File: config.mk
export PLATFORM = sky130hd
export DESIGN_NAME = trap_entry_unit
export DESIGN_NICKNAME = d
export VERILOG_FILES = /design/src/rtl/trap_pkg.sv /design/src/rtl/trap_cmp.sv /design/src/rtl/trap_decide.sv /design/src/rtl/trap_state_gen.sv /design/src/rtl/trap_entry_unit.sv
export SDC_FILE = /design/constraint.sdc
export NUM_CORES = 1
export LEC_CHECK = 0
export ABC_AREA = 1
export ABC_CLOCK_PERIOD_IN_PS = 4500
export CAP_MARGIN = 10
export CORE_AREA = 10 10 223 225
export DETAILED_ROUTE_END_ITERATION = 10
export DIE_AREA = 0 0 233 235
export PLACE_DENSITY_LB_ADDON = 0.1
export SLEW_MARGIN = 20
export SYNTH_ARGS = -nofsm -noshare
export SYNTH_HDL_FRONTEND = slang
export SYNTH_SLANG_ARGS = --single-unit
File: constraint.sdc
create_clock -name vclk -period 4.5
set_input_delay 0.45 -clock vclk [all_inputs]
set_output_delay 0.45 -clock vclk [all_outputs]
set_load 0.005 [all_outputs]
File: src/rtl/trap_pkg.sv
package trap_pkg;
  localparam int unsigned XLEN   = 64;
  localparam int unsigned NCOND  = 5;
  localparam int unsigned NCAUSE = 5;

  typedef enum logic [2:0] {
    OPC_IDLE    = 3'd0,
    OPC_TRAP    = 3'd1,
    OPC_SYSCALL = 3'd2
  } opc_e;

  // compare vector positions, LSB first
  localparam int unsigned CMP_GTU = 0;
  localparam int unsigned CMP_LTU = 1;
  localparam int unsigned CMP_EQ  = 2;
  localparam int unsigned CMP_GTS = 3;
  localparam int unsigned CMP_LTS = 4;

  // cause vector positions
  localparam int unsigned CAUSE_FPU  = 0;
  localparam int unsigned CAUSE_PRIV = 1;
  localparam int unsigned CAUSE_ADDR = 3;
  localparam int unsigned CAUSE_ILL  = 4;

  // architectural (MSB-first) state bit positions
  localparam int unsigned ARB_WIDE     = 0;
  localparam int unsigned ARB_UNDEF    = 5;
  localparam int unsigned ARB_TXN      = 31;
  localparam int unsigned ARB_VECU     = 38;
  localparam int unsigned ARB_VSXU     = 40;
  localparam int unsigned ARB_EXTINT   = 48;
  localparam int unsigned ARB_USER     = 49;
  localparam int unsigned ARB_FPU      = 50;
  localparam int unsigned ARB_FPX0     = 52;
  localparam int unsigned ARB_TRC_LO   = 53;
  localparam int unsigned ARB_TRC_HI   = 54;
  localparam int unsigned ARB_FPX1     = 55;
  localparam int unsigned ARB_IXLATE   = 58;
  localparam int unsigned ARB_DXLATE   = 59;
  localparam int unsigned ARB_PMON     = 60;
  localparam int unsigned ARB_RECOV    = 62;
  localparam int unsigned ARB_LITTLE   = 63;

  // status word positions
  localparam int unsigned ST_RSV_LO  = 33;
  localparam int unsigned ST_RSV_HI  = 36;
  localparam int unsigned ST_TXBAD   = 42;
  localparam int unsigned ST_FPU     = 43;
  localparam int unsigned ST_ILL     = 44;
  localparam int unsigned ST_PRIV    = 45;
  localparam int unsigned ST_PLAIN   = 46;
  localparam int unsigned ST_ADDR    = 47;

  localparam int unsigned VEC_SHIFT  = 4;
  localparam int unsigned INSN_BYTES = 4;

  function automatic int unsigned hw_idx(input int unsigned n);
    return XLEN - 1 - n;
  endfunction

  function automatic logic [XLEN-1:0] pos_mask(input int unsigned n);
    logic [XLEN-1:0] r;
    r = '0;
    r[XLEN-1-n] = 1'b1;
    return r;
  endfunction

  localparam logic [XLEN-1:0] ENTRY_CLR =
    pos_mask(ARB_UNDEF)  | pos_mask(ARB_TXN)    | pos_mask(ARB_VECU)   |
    pos_mask(ARB_VSXU)   | pos_mask(ARB_EXTINT) | pos_mask(ARB_USER)   |
    pos_mask(ARB_FPU)    | pos_mask(ARB_FPX0)   | pos_mask(ARB_TRC_LO) |
    pos_mask(ARB_TRC_HI) | pos_mask(ARB_FPX1)   | pos_mask(ARB_IXLATE) |
    pos_mask(ARB_DXLATE) | pos_mask(ARB_PMON)   | pos_mask(ARB_RECOV);

  localparam logic [XLEN-1:0] ENTRY_SET = pos_mask(ARB_WIDE) | pos_mask(ARB_LITTLE);

  function automatic logic [XLEN-1:0] entry_state(input logic [XLEN-1:0] m);
    return (m & ~ENTRY_CLR) | ENTRY_SET;
  endfunction
endpackage

File: src/rtl/trap_cmp.sv
module trap_cmp #(
  parameter int unsigned W     = 64,
  parameter int unsigned NCOND = 5
) (
  input  logic [W-1:0]     a,
  input  logic [W-1:0]     b,
  input  logic             narrow,
  output logic [NCOND-1:0] cmp
);
  localparam int unsigned HALF = W / 2;

  function automatic logic [W-1:0] sext_half(input logic [W-1:0] v);
    return {{(W-HALF){v[HALF-1]}}, v[HALF-1:0]};
  endfunction

  function automatic logic [W-1:0] zext_half(input logic [W-1:0] v);
    return {{(W-HALF){1'b0}}, v[HALF-1:0]};
  endfunction

  logic signed [W-1:0] sa, sb;
  logic        [W-1:0] ua, ub;

  always_comb begin
    sa = narrow ? sext_half(a) : a;
    sb = narrow ? sext_half(b) : b;
    ua = narrow ? zext_half(a) : a;
    ub = narrow ? zext_half(b) : b;
  end

  always_comb begin
    cmp = '0;
    cmp[trap_pkg::CMP_GTU] = ua > ub;
    cmp[trap_pkg::CMP_LTU] = ua < ub;
    cmp[trap_pkg::CMP_EQ]  = ua == ub;
    cmp[trap_pkg::CMP_GTS] = sa > sb;
    cmp[trap_pkg::CMP_LTS] = sa < sb;
  end
endmodule

File: src/rtl/trap_decide.sv
module trap_decide #(
  parameter int unsigned NCOND  = 5,
  parameter int unsigned NCAUSE = 5
) (
  input  logic [2:0]        op_code,
  input  logic [NCOND-1:0]  cmp,
  input  logic [NCOND-1:0]  mask,
  input  logic [NCAUSE-1:0] cause,
  output logic              cond_hit,
  output logic              trap_hit,
  output logic              sc_hit
);
  import trap_pkg::*;
  always_comb begin
    cond_hit = |(cmp & mask);
    trap_hit = (op_code == OPC_TRAP) && ((|cause) || cond_hit);
    sc_hit   = (op_code == OPC_SYSCALL);
  end
endmodule

File: src/rtl/trap_state_gen.sv
module trap_state_gen #(
  parameter int unsigned W      = 64,
  parameter int unsigned NCAUSE = 5
) (
  input  logic [W-1:0]      msr_old,
  input  logic [NCAUSE-1:0] cause,
  input  logic              is_sc,
  output logic [W-1:0]      msr_out,
  output logic [W-1:0]      status
);
  import trap_pkg::*;

  function automatic logic [W-1:0] form_status(input logic [W-1:0] m,
                                               input logic [NCAUSE-1:0] c,
                                               input logic sc);
    logic [W-1:0] r;
    r = m;
    for (int n = ST_RSV_LO; n <= ST_RSV_HI; n++) r[hw_idx(n)] = 1'b0;
    r[hw_idx(ST_TXBAD)] = 1'b0;
    if (sc) begin
      for (int n = ST_FPU; n <= ST_ADDR; n++) r[hw_idx(n)] = 1'b0;
    end else begin
      r[hw_idx(ST_FPU)]   = c[CAUSE_FPU];
      r[hw_idx(ST_ILL)]   = c[CAUSE_ILL];
      r[hw_idx(ST_PRIV)]  = c[CAUSE_PRIV];
      r[hw_idx(ST_PLAIN)] = (c == '0);
      r[hw_idx(ST_ADDR)]  = c[CAUSE_ADDR];
    end
    return r;
  endfunction

  always_comb begin
    msr_out = entry_state(msr_old);
    status  = form_status(msr_old, cause, is_sc);
  end
endmodule

File: src/rtl/trap_entry_unit.sv
module trap_entry_unit #(
  parameter int unsigned XLEN   = trap_pkg::XLEN,
  parameter int unsigned NCOND  = trap_pkg::NCOND,
  parameter int unsigned NCAUSE = trap_pkg::NCAUSE
) (
  input  logic [2:0]        op_code,
  input  logic [XLEN-1:0]   opnd_a,
  input  logic [XLEN-1:0]   opnd_b,
  input  logic              mode32,
  input  logic [NCOND-1:0]  cond_mask,
  input  logic [NCAUSE-1:0] cause_vec,
  input  logic [XLEN-1:0]   msr_cur,
  input  logic [XLEN-1:0]   pc_cur,
  input  logic [XLEN-1:0]   vec_base,
  output logic [XLEN-1:0]   msr_new,
  output logic              msr_vld,
  output logic [XLEN-1:0]   save_pc,
  output logic              save_pc_vld,
  output logic [XLEN-1:0]   save_st,
  output logic              save_st_vld,
  output logic [XLEN-1:0]   next_pc,
  output logic              next_pc_vld
);
  import trap_pkg::*;

  logic [NCOND-1:0] cmp_vec;
  logic             cond_hit, trap_hit, sc_hit, entry_fire;
  logic [XLEN-1:0]  msr_calc, st_calc;

  trap_cmp #(.W(XLEN), .NCOND(NCOND)) u_cmp (
    .a(opnd_a), .b(opnd_b), .narrow(mode32), .cmp(cmp_vec)
  );

  trap_decide #(.NCOND(NCOND), .NCAUSE(NCAUSE)) u_dec (
    .op_code(op_code), .cmp(cmp_vec), .mask(cond_mask), .cause(cause_vec),
    .cond_hit(cond_hit), .trap_hit(trap_hit), .sc_hit(sc_hit)
  );

  trap_state_gen #(.W(XLEN), .NCAUSE(NCAUSE)) u_st (
    .msr_old(msr_cur), .cause(cause_vec), .is_sc(sc_hit),
    .msr_out(msr_calc), .status(st_calc)
  );

  assign entry_fire = trap_hit | sc_hit;

  always_comb begin
    msr_vld     = entry_fire;
    save_pc_vld = entry_fire;
    save_st_vld = entry_fire;
    next_pc_vld = entry_fire;
    msr_new     = entry_fire ? msr_calc : '0;
    save_st     = entry_fire ? st_calc  : '0;
    next_pc     = entry_fire ? (vec_base << VEC_SHIFT) : '0;
    if (sc_hit)        save_pc = pc_cur + XLEN'(INSN_BYTES);
    else if (trap_hit) save_pc = pc_cur;
    else               save_pc = '0;
  end
endmodule

==> reports/metrics.yaml <==
worst_setup_path:
  start_kind: "input pin"
  path_max_fanout: 26
  critical_path_class: "input pin to primary output"
  cp.arrival_ns: 4.04
  cp-end-kind: "primary output"
  cp.required_ns: 4.05
final_layout:
  area_delta_synth_final_pct: 89.6
  seq_cells: 0
  fillers: 4915
  final_nets: 2334
  clockBufferCount: 0
  fin_util: 0.332
  seqCellArea_sq_um: 0
  mostFrequentLayoutCell: "clkdlybuf4s50_1"
  drive_above_1_share: 0.141
  mostFrequentLayoutCells: "clkdlybuf4s50_1 (369), inv_1 (274), nand2_1 (235)"
timing:
  hold_viol_final: 0
  fin_crit_ns: 4.49
  drv_slew: 0
  tightest_slew_ns: 0.650
  fin_ws_ns: 0.00836
  rsz0062_at_grt: "true"
  slew_headroom: 0.567
  setup_viol: 0
  fmax_ghz: 0.223
  finalCritPeriodShare: 0.998
global_route:
  gr-total-overflow: 0
  antenna_found_initial: 14
  grt_max_degree: 73
  grt_pass1_vias: 10600
  grt_use_total: 0.167
  grt_first_pass_wirelength_um: 70000
pwr:
  ir_drop_uv: 25.9
  pwr-share-clk: 0
  switching_power_uw: 547
  p_comb_frac: 1.000
  p_leak_uw: 0.00953
  swShare: 0.462
  p_seq_frac: 0
  power_density_mw_per_mm2: 79.1
  p_int_uw: 637
floorplanning:
  die_w_um: 233
  rows: 78
  start_util: 0.175
  fp.dieArea_sq_mm: 0.0548
  pin_count: 594
  die_h_um: 235
  design.core.area_sq_mm: 0.0451
drt:
  wirelength_um: 50300
  drt-initial-drc-count: 432
  via_per_inst: 4.17
  drt_pass1_iterations: 5
  routedWlPerCell_um: 20.1
  vias: 10400
  drc: 0
  ant_nets: 0
synth:
  synth-seq-area-share: 0
  synth_area_sq_mm: 0.00789
  avgSynthCellArea_sq_um: 5.77
  ys_types: 38
  postSynthCellCount: 1367
  yosysWarnings: 0
hold_path:
  holdPathStages: 4
  hp-class: "input pin to primary output"
  worstHoldStart: "msr_cur[50]"
  hold_end: "save_st[50]"
place:
  port_buffers: 566
  post-dp-hpwl_um: 43500
  gp_congestion: 0.896
  dp_slack_ns: -0.124
status:
  status: "completed"
run:
  maxCapViolCount: 0
-- repair_timing --
action | 4_1_cts | 5_1_grt
gates resized for setup | 20 | 213
setup buffers | 0 | 16
hold buffers | 0 | 0
pin swaps | 1 | 8
endpoints found under the hold margin | 0 | 0
setup endpoints to repair | 163 | 235
cloned | 0 | 6
-- cells in the mapped netlist, drive strengths merged --
library cell	instances	share of area
nor3	36	0.026
nor3b	4	0.0038
buf	91	0.093
clkbuf	38	0.018
o21a	4	0.0038
xnor2	3	0.0033
nor4	11	0.0087
ha	97	0.15
or3	2	0.0016
xor2	35	0.039
inv	281	0.13
nand4	23	0.018
a21o	2	0.0019
a31oi	1	0.00079
a21boi	1	0.00095
o21ai	113	0.085
nor2	114	0.059
nand3	51	0.036
o21bai	2	0.0019
conb	1	0.00048
a21oi	213	0.19
o211ai	1	0.00095
nand2	242	0.12
nand3b	1	0.00095
-- critical path, cell delays in order --
cell             delay, ns
clkdlybuf4s50_1       0.49
nand2_1               0.07
inv_2                 0.11
buf_12                0.11
clkbuf_16             0.16
a21oi_1               0.06
ha_1                  0.27
nand4_1               0.14
nor2_2                0.16
nand3_2               0.13
nor2_2                0.15
buf_4                 0.12
nand2_1               0.05
o21a_1                0.18
nand3_2               0.09
nand3_4               0.16
nand2_8               0.16
buf_16                0.21
buf_12                0.20
a21oi_2               0.06
clkdlybuf4s50_1       0.48
-- cell families (layout without fill, tap and decap cells) --
family	count (synthesis)	in the layout	synth area share
and+or+nand+nor	484	485	0.272
buffers and inverters	410	920	0.245
AOI/OAI and AO/OA	337	337	0.287
adders and majority gates	97	97	0.154
xor gates and xnor gates	38	38	0.0422
other	1	28	0.000475
-- how the worst max path moves through the flow --
stage                       end       start
floorplan            msr_new[0]      mode32
finish              next_pc[46]  opnd_b[31]
detailed placement  save_pc[53]  opnd_a[31]
CTS                 next_pc[49]  opnd_b[31]
global route        next_pc[46]      mode32
global placement    save_pc[53]  opnd_b[31]
-- metrics by stage --
| step | total power, uW | setup TNS (ns) | instance area, sq um | std cells | hold slack, ns |
|---|---|---|---|---|---|
| global placement | 1180 | -3.51 | 14100 | 2479 | 1.83 |
| global route | 1310 | -6.04 | 15000 | 2504 | 1.54 |
| detailed placement | 1180 | -6.33 | 14100 | 2479 | 1.83 |
| floorplan | 526 | 0 | 7970 | 1390 | 0.968 |
| CTS | 1190 | -0.00181 | 14100 | 2479 | 1.70 |
| finish | 1180 | 0 | 15000 | 2505 | 1.52 |
-- routing by layer --
metal	share of wire	vias up	GRT usage
met5	0.0025	-	0
met4	0.0085	20	0.0129
met3	0.073	36	0.0474
met2	0.52	311	0.320
met1	0.40	4703	0.182
li1	-	5374	-
-- area by class of cell --
type / instances / area [sq um] / share of cell area
Antenna cell: 4 / 10.0 / 0.000669
Inverter: 281 / 1060 / 0.0710
Multi-Input combinational cell: 981 / 6190 / 0.414
Tap cell: 600 / 751 / 0.0502
Timing Repair Buffer: 639 / 6950 / 0.464
-- power by group through the flow --
stage	Sequential (uW)	Combinational [uW]	Clock (uW)
detailed placement	0	1180	0
finish	0	1180	0.000119
CTS	0	1190	0
global route	0	1310	0.0000894
global placement	0	1180	0
floorplan	0	526	0
Note: power is estimated with default switching activity, not from simulation.
